==> src/rtl/lockwd_timer.sv <==
module lockwd_timer #(
  parameter int PRE_W     = 20,
  parameter int UNIT_LOG2 = 15,
  parameter int FAST_LOG2 = 5,
  parameter int RST_LEN   = 4
) (
  input  logic        clk,
  input  logic        rst_n,
  input  logic        wr_en,
  input  logic [4:0]  addr,
  input  logic [31:0] wdata,
  input  logic [3:0]  wstrb,
  output logic [31:0] rdata,
  output logic        flag_o,
  output logic        notify_o,
  output logic        warm_rst_o,
  output logic        cold_rst_o
);
  localparam int PS_W = (UNIT_LOG2 < 1) ? 1 : UNIT_LOG2;
  localparam int RL_W = $clog2(RST_LEN + 1);
  localparam logic [PS_W-1:0] PS_SLOW = PS_W'((64'd1 << UNIT_LOG2) - 1);
  localparam logic [PS_W-1:0] PS_FAST = PS_W'((64'd1 << FAST_LOG2) - 1);
  localparam logic [4:0] A_PV1 = 5'h00, A_PV2 = 5'h04, A_KICK = 5'h0C,
                         A_CFG = 5'h10, A_CNT = 5'h14, A_CTL = 5'h18;

  typedef enum logic [1:0] {K_IDLE, K_HALF, K_ARMED} key_t;

  key_t             key_q;
  logic [31:0]      pv1_q, pv2_q;
  logic [3:0]       cfg_q;   // {no_notify, rst_en, warm, fast}
  logic             lock_q, en_q;
  logic             stage_q, flag_q, notify_q, warm_sel_q;
  logic [PRE_W-1:0] cnt_q;
  logic [PS_W-1:0]  ps_q;
  logic [RL_W-1:0]  rcnt_q;

  function automatic logic [31:0] merge_bytes(logic [31:0] old, logic [31:0] nw, logic [3:0] be);
    for (int i = 0; i < 4; i++) merge_bytes[8*i +: 8] = be[i] ? nw[8*i +: 8] : old[8*i +: 8];
  endfunction

  wire key_wr  = wr_en && addr == A_KICK && wstrb[0] && !wstrb[1];
  wire kick_wr = wr_en && addr == A_KICK && wstrb[1];
  wire pv1_wr  = wr_en && addr == A_PV1 && |wstrb;
  wire pv2_wr  = wr_en && addr == A_PV2 && |wstrb;
  wire armed   = key_q == K_ARMED;
  wire cfg_wr  = wr_en && addr == A_CFG && wstrb[0] && !lock_q;
  wire ctl_wr  = wr_en && addr == A_CTL && wstrb[0] && !lock_q;
  wire kick    = armed && kick_wr && wdata[8];
  wire clr     = armed && kick_wr && wdata[9];

  wire [PS_W-1:0] ps_top = cfg_q[0] ? PS_FAST : PS_SLOW;
  wire            tick   = ps_q == '0;
  wire            expire = en_q && !kick && tick && cnt_q == '0;
  wire            fire   = expire && stage_q && flag_q && cfg_q[2];

  always_ff @(posedge clk or negedge rst_n)
    if (!rst_n) key_q <= K_IDLE;
    else if (wr_en) begin
      if (key_wr)
        key_q <= (wdata[7:0] == 8'h80) ? K_HALF :
                 (key_q == K_HALF && wdata[7:0] == 8'h86) ? K_ARMED : K_IDLE;
      else
        key_q <= K_IDLE;
    end

  always_ff @(posedge clk or negedge rst_n)
    if (!rst_n) begin
      pv1_q <= '0; pv2_q <= '0; cfg_q <= '0; lock_q <= 1'b0; en_q <= 1'b0;
    end else begin
      if (armed && pv1_wr) pv1_q <= merge_bytes(pv1_q, wdata, wstrb);
      if (armed && pv2_wr) pv2_q <= merge_bytes(pv2_q, wdata, wstrb);
      if (cfg_wr) cfg_q <= wdata[5:2];
      if (ctl_wr) begin
        en_q   <= wdata[1];
        lock_q <= wdata[0];
      end
    end

  always_ff @(posedge clk or negedge rst_n)
    if (!rst_n) begin
      stage_q <= 1'b0; cnt_q <= '0; ps_q <= '0;
    end else if (!en_q || kick) begin
      stage_q <= 1'b0; cnt_q <= pv1_q[PRE_W-1:0]; ps_q <= ps_top;
    end else if (tick) begin
      ps_q <= ps_top;
      if (cnt_q == '0) begin
        stage_q <= ~stage_q;
        cnt_q   <= stage_q ? pv1_q[PRE_W-1:0] : pv2_q[PRE_W-1:0];
      end else cnt_q <= cnt_q - 1'b1;
    end else ps_q <= ps_q - 1'b1;

  always_ff @(posedge clk or negedge rst_n)
    if (!rst_n) begin
      flag_q <= 1'b0; notify_q <= 1'b0; rcnt_q <= '0; warm_sel_q <= 1'b0;
    end else begin
      if (expire && !stage_q) flag_q <= 1'b1;
      else if (clr) flag_q <= 1'b0;
      if (expire && !stage_q && !cfg_q[3]) notify_q <= ~notify_q;
      if (fire) begin
        rcnt_q <= RL_W'(RST_LEN); warm_sel_q <= cfg_q[1];
      end else if (rcnt_q != '0) rcnt_q <= rcnt_q - 1'b1;
    end

  always_comb
    case (addr)
      A_PV1:   rdata = pv1_q;
      A_PV2:   rdata = pv2_q;
      A_KICK:  rdata = {22'd0, flag_q, 9'd0};
      A_CFG:   rdata = {26'd0, cfg_q, 2'b00};
      A_CNT:   rdata = 32'(cnt_q);
      A_CTL:   rdata = {30'd0, en_q, lock_q};
      default: rdata = '0;
    endcase

  assign flag_o     = flag_q;
  assign notify_o   = notify_q;
  assign warm_rst_o = rcnt_q != '0 && warm_sel_q;
  assign cold_rst_o = rcnt_q != '0 && !warm_sel_q;


  pv1_key_chk: assert property (@(posedge clk) disable iff (!rst_n)
    !$stable(pv1_q) |-> $past(key_q) == K_ARMED);

  pv2_key_chk: assert property (@(posedge clk) disable iff (!rst_n)
    !$stable(pv2_q) |-> $past(key_q) == K_ARMED);

  notify_cause_chk: assert property (@(posedge clk) disable iff (!rst_n)
    !$stable(notify_q) |-> flag_q);

  rst_cause_chk: assert property (@(posedge clk) disable iff (!rst_n)
    $rose(warm_rst_o || cold_rst_o) |-> $past(stage_q) && $past(flag_q));

  hold_chk: assert property (@(posedge clk) disable iff (!rst_n)
    !en_q |=> $stable(notify_q) && !$rose(flag_q));

  lock_sticky_chk: assert property (@(posedge clk) disable iff (!rst_n)
    lock_q |=> lock_q);

  cfg_frozen_chk: assert property (@(posedge clk) disable iff (!rst_n)
    lock_q |=> $stable(cfg_q) && $stable(en_q));
endmodule

==> config.mk <==
export PLATFORM = sky130hd
export DESIGN_NAME = lockwd_timer
export DESIGN_NICKNAME = d
export VERILOG_FILES = /design/src/rtl/lockwd_timer.sv
export SDC_FILE = /design/constraint.sdc
export NUM_CORES = 1
export LEC_CHECK = 0
export ABC_AREA = 1
export BUFFER_PORTS_ARGS = -buffer_cell sky130_fd_sc_hd__buf_2
export CORE_MARGIN = 8
export CORE_UTILIZATION = 40
export DETAILED_ROUTE_END_ITERATION = 7
export PLACE_DENSITY = 0.71
export SLEW_MARGIN = 20
export SYNTH_ARGS = -nofsm -noshare
export SYNTH_HDL_FRONTEND = slang
export SYNTH_SLANG_ARGS = --single-unit
export TNS_END_PERCENT = 10
==> constraint.sdc <==
create_clock -name clk -period 1.6 [get_ports clk]
set_clock_uncertainty 0.05 [all_clocks]
set_input_delay 0.32 -clock clk [delete_from_list [all_inputs] [get_ports clk]]
set_output_delay 0.32 -clock clk [all_outputs]
set_load 0.01 [all_outputs]
==> flow_summary.ini, run 1 <==
[outcome]
status = finished, violations left
violations = setup timing

[sta]
setup-tns-final_ns = -7.01
rsz0062_at_grt = true
fmax_mhz = 552
fin_ws_ns = -0.211
hold_viol_final = 0
max_slew_margin_pct = 70.3
hold_ws_ns = 0.0768
setup_viol = 74
period_share_pct = 113
worst-slew-pin-transition_ns = 0.441
finalCriticalPeriod_ns = 1.81
finalMaxSlewViolations = 0

[cells_and_area]
nFillCells = 1326
drive_gt1_share_pct = 38.5
antenna_cells = 0
final_nets = 1176
syn_to_final_growth_pct = 52.9
final_common_cell = nand2_1
fin_area_um2 = 10000
stdcell_count = 1359
mostFrequentLayoutCells = nand2_1, dfrtp_1, buf_4

[worst_setup_path]
reg2reg_from = cnt_q[4]
criticalPathCategory = reg -> reg
required_ns = 1.83
cp_max_fo = 5
critical_path_arrival_ns = 2.04
end_kind = flop
crit_path_start_kind = flop
startpoint = cnt_q[4]
path_cells = buf_4 > nor2_4 > nand2_4 > buf_6 > nor2_4 > buf_6 > nor2_1 > nor2_1 > nand2_1 > o211ai_1 > nand3_1
cp_slowest_stage_delay_ns = 0.40
cp_slowest_cell = dfrtp_1

[cts]
clkTransAtPathRegs_ns = 0.06
clk_path_buf_depth = 2
clk_latency_ns = 0.43
numCtsBuffers = 17
root_buffer = clkbuf_16
htree_levels = 4
cts_tree = done
clock_sinks = 114

[pwr]
power_w = 0.00772
pwr_density_cell_nw_per_um2 = 768
ir_drop_v = 0.000747
p_leak_nw = 4.93

[grt]
gr-total-overflow = 0
antenna_found_initial = 0
grt_pass1_vias = 7079
grt-busiest-layer = met2
grt_pass1_wl_mm = 35.5
grt_use_met2_pct = 37.1
track_usage_pct = 21.8
use_met3_pct = 6.01
grt_max_degree = 28
grt_use_met1_pct = 24.7

[synthesis]
syn-cell-area_um2 = 6570
ys_seq_area_share_pct = 43.4
syn_avg_cell_area_um2 = 7.37
postSynthCellCount = 891
synth_area_leaders = dfrtp_1, nand2_1, inv_1
synth_nets = 941
synth_top_area_cell = dfrtp_1
synth_seq_cells = 114
synth_top_flop_cell = dfrtp_1
synth_edf_count = 0
yosysUniqueCellTypes = 39
async_flop_share_pct = 100
yosys_warnings = 0
yosysTopAreaCellShare_pct = 43.4

[route]
drtAntennaViolNets = 0
firstDrtPassIters = 6
wl_per_cell_um = 17.0
vias = 7178
route.detailed.drc = 0
drtIter0Drc = 527
viasPerCell = 5.28
routed_wirelength_mm = 23.1

[floorplan]
row_count = 47
dieArea_um2 = 20800
coreArea_um2 = 16300
initial_core_util_pct = 40.2
ios = 80
dieWidth_um = 144
chipHeight_um = 144

[run]
drv_cap = 0

[placement]
gp_congestion = 0.945
place.port_buffers = 79
hpwl_mm = 15.0
placement.cell_area_um2 = 8140
post-place-cells = 1289

[worst_hold_path]
hp-start = wr_en
hp-class = in -> reg
==> synth_stat cells (2+ instances only) <==
master and n:
a21oi_1 5, a22o_1 12, buf_2 9, buf_6 5, clkbuf_1 12, clkinv_1 3
dfrtp_1 114, ha_1 6, inv_1 119, inv_2 3, mux2i_1 5, nand2_1 292
nand2_2 6, nand3_1 37, nand3_2 2, nand4_1 10, nor2_1 65, nor2_2 5
nor2_4 4, nor3_1 8, nor4_1 5, o2111ai_1 7, o211ai_1 9, o21ai_0 72
o21ai_1 27, o21ai_2 8, o21bai_1 2, o221ai_1 12, xnor2_1 5, xor2_1 13
==> routing by layer <==
layer / wire length (µm) / vias to the layer above
met2: 11400 / 327
met1: 8940 / 3399
li1: - / 3349
met4: 1110 / 0
met3: 1660 / 103
met5: 0 / -
==> cell families (layout without fill, tap and decap cells) <==
logic type      after synthesis  count (layout)  share of synthesized area (%)
simple gates                440             440                           28.2
compound gates              155             155                           14.5
buf+inv                     153             401                           9.56
flops                       114             114                           43.4
xor+xnor                     18              18                           2.40
fa+ha+maj                     6               6                           1.14
mux                           5               5                          0.762
==> through the flow <==
step           utilization (%)  setup WS (ns)
2_1_floorplan                -         0.0208
3_3_place_gp              49.8         -0.458
3_5_place_dp              49.8         -0.492
4_1_cts                   58.7         -0.170
5_1_grt                   61.4         -0.297
6_report                  61.4         -0.211
==> layout make-up <==
type	count	area, µm²	area share, %
flip-flops and latches	114	2850	28.4
clock inverters	13	136	1.36
multi-input cells	624	3760	37.4
inverters	125	500	4.98
repair buffers	244	2070	20.7
clock buffers	19	443	4.41
well taps	220	275	2.74
==> final timing paths <==
path,to,slack [ns],cells after the start
max,cnt_q[8],-0.21,11
min,key_q[0],0.08,2
min in group asynchronous,pv2_q[1],0.32,2
max reg2reg,cnt_q[8],-0.21,11
max in group asynchronous,cnt_q[18],0.69,3
min reg2reg,pv2_q[15],0.44,2
==> worst max-delay path, delay by kind of cell (launching register included) <==
kind	cells	cell delay, ns
simple gates	7	0.71
flops	1	0.40
buf+inv	3	0.40
compound gates	1	0.12
==> sequential cells by signal (all words and copies together) (netlist names) <==
| register | flops |
|---|---|
| cfg_q | 4 |
| cnt_q | 20 |
| en_q | 1 |
| flag_o | 1 |
| key_q | 2 |
| lock_q | 1 |
| notify_o | 1 |
| ps_q | 15 |
| pv1_q | 32 |
| pv2_q | 32 |
| rcnt_q | 3 |
| stage_q | 1 |
| warm_sel_q | 1 |
==> power by group <==
part           internal, W  switching, W  total, W
Combinational     0.000444      0.000499  0.000943
Sequential         0.00296     0.0000681   0.00303
Clock              0.00232       0.00142   0.00374
Total              0.00573       0.00199   0.00772
==> repair_timing <==
action	CTS	global route
buffers inserted	28	8
gates resized for setup	162	101
hold endpoints to repair	23	0
pin swaps	35	33
cloned	2	0
hold buffers	1	0
setup endpoints to repair	111	124
(Power assumes the default switching activity.)
==> run 2, diff against run 1 <==
- SKIP_CTS_REPAIR_TIMING: unset -> 1
==> run 2 against run 1 <==
The flow still finishes with violations (setup timing). Cell count is 1.4% lower. Count of clock-buffer cells in the layout did not move. Clock power barely moved. Global-route usage down 2.2 points. Total power decreased by 2.3%. Fmax decreased by 4.0%. Highest routed layer unchanged.
==> flow_summary.ini, run 2 (synthesis gave the netlist of run 1 again) <==
[placement]
gp_congestion = 0.945
hpwl_mm = 15.0
dp_slack_ns = -0.492
post-place-cells = 1289
place.port_buffers = 79

[pwr]
p_leak_nw = 4.62
ir_drop_v = 0.000736
pwr_density_cell_nw_per_um2 = 807

[cells_and_area]
antenna_cells = 0
syn_to_final_growth_pct = 42.3
stdcell_count = 1340
reg_top3 = pv1_q x32, pv2_q x32, cnt_q x20
mostFrequentLayoutCells = nand2_1, buf_4, dfrtp_1
nFillCells = 1479
final_nets = 1157
final_common_cell = nand2_1
drive_gt1_share_pct = 31.9

[cts]
clock_sinks = 114
clk_latency_ns = 0.43
cts_tree = done
root_buffer = clkbuf_16
numCtsBuffers = 17
htree_levels = 4
clkTransAtPathRegs_ns = 0.06
clk_path_buf_depth = 2

[worst_hold_path]
min_path_cells = 2
hp-start = wr_en
hp-class = in -> reg
hold_end = key_q[0]

[grt]
gr-total-overflow = 0
grt_pass1_vias = 6550
track_usage_pct = 19.6
grt_pass1_wl_mm = 31.8
antenna_found_initial = 0
grt_max_degree = 29

[route]
firstDrtPassIters = 5
wl_per_cell_um = 15.6
routed_wirelength_mm = 21.0
drtIter0Drc = 440
vias = 6780
viasPerCell = 5.06
route.detailed.drc = 0
drtAntennaViolNets = 0

[floorplan]
chipHeight_um = 144
row_count = 47
coreArea_um2 = 16300
dieArea_um2 = 20800
initial_core_util_pct = 40.2
ios = 80
dieWidth_um = 144

[worst_setup_path]
reg2reg_to = cnt_q[8]
cp_max_fo = 8
criticalPathCategory = in -> out
critical_path_arrival_ns = 1.52
end_kind = primary output
crit_path_start_kind = primary input
reg2reg_from = cnt_q[4]
worst-r2r-cell-count = 10
rrSetupSlack_ns = -0.12
required_ns = 1.23

[sta]
max_slew_margin_pct = 71.8
period_share_pct = 118
worst-slew-pin-transition_ns = 0.423
hold_viol_final = 0
fin_ws_ns = -0.287
setup_viol = 115
finalMaxSlewViolations = 0
finalCriticalPeriod_ns = 1.89
fmax_mhz = 530
rsz0062_at_grt = true

[run]
drv_cap = 0

[outcome]
status = finished, violations left
violations = setup timing
run 2: metal layers:
layer | wire length, µm | GRT usage [%] | vias to the layer above
met3 | 1240 | 5.55 | 55
met2 | 10400 | 32.6 | 223
li1 | - | - | 3308
met5 | 0 | 0 | -
met4 | 701 | 9.15 | 0
met1 | 8610 | 23.1 | 3194
run 2: how the worst max path moves through the flow:
stage | startpoint | to | slack [ns] | depth (start not counted)
after floorplan | ps_q[0] | cnt_q[17] | 0.02 | 13
after global placement | ps_q[0] | cnt_q[9] | -0.46 | 8
after detailed placement | ps_q[0] | cnt_q[9] | -0.49 | 8
after CTS | ps_q[0] | cnt_q[9] | -0.61 | 8
after global routing | addr[0] | rdata[1] | -0.32 | 8
final | addr[0] | rdata[1] | -0.29 | 8
run 2: worst max-delay path, cell delays in order:
cell and delay, ns:
buf_6 0.10, nor2_4 0.27, nand3_4 0.17, inv_4 0.13
buf_8 0.14, nand2_1 0.10, o2111ai_2 0.11, buf_4 0.17
run 2: area by class of cell:
type                            instances  area, µm²  area share (%)
Clock buffer                           19        443            4.74
Timing Repair Buffer                  225       1710            18.3
Inverter                              125        483            5.17
Clock inverter                         13        136            1.46
Sequential cell                       114       2850            30.5
Multi-Input combinational cell        624       3450            36.9
Tap cell                              220        275            2.94
run 2: power by group:
part | switching (W) | total, W | internal [W]
registers | 0.0000649 | 0.00303 | 0.00296
clock network | 0.00141 | 0.00373 | 0.00232
logic | 0.000429 | 0.000784 | 0.000356
total | 0.00190 | 0.00754 | 0.00564
run 2: per-stage QoR:
step | TNS, ns | power, W | util [%] | cell area (µm²) | hold slack (ns)
floorplan | 0 | 0.00334 | - | 6580 | -0.0256
global placement | -18.25 | 0.00374 | 49.8 | 8140 | 0.237
detailed placement | -20.07 | 0.00375 | 49.8 | 8140 | 0.233
CTS | -17.72 | 0.00748 | 53.4 | 8720 | -0.217
global route | -22.87 | 0.00780 | 57.2 | 9350 | 0.100
finish | -12.78 | 0.00754 | 57.2 | 9350 | 0.0748
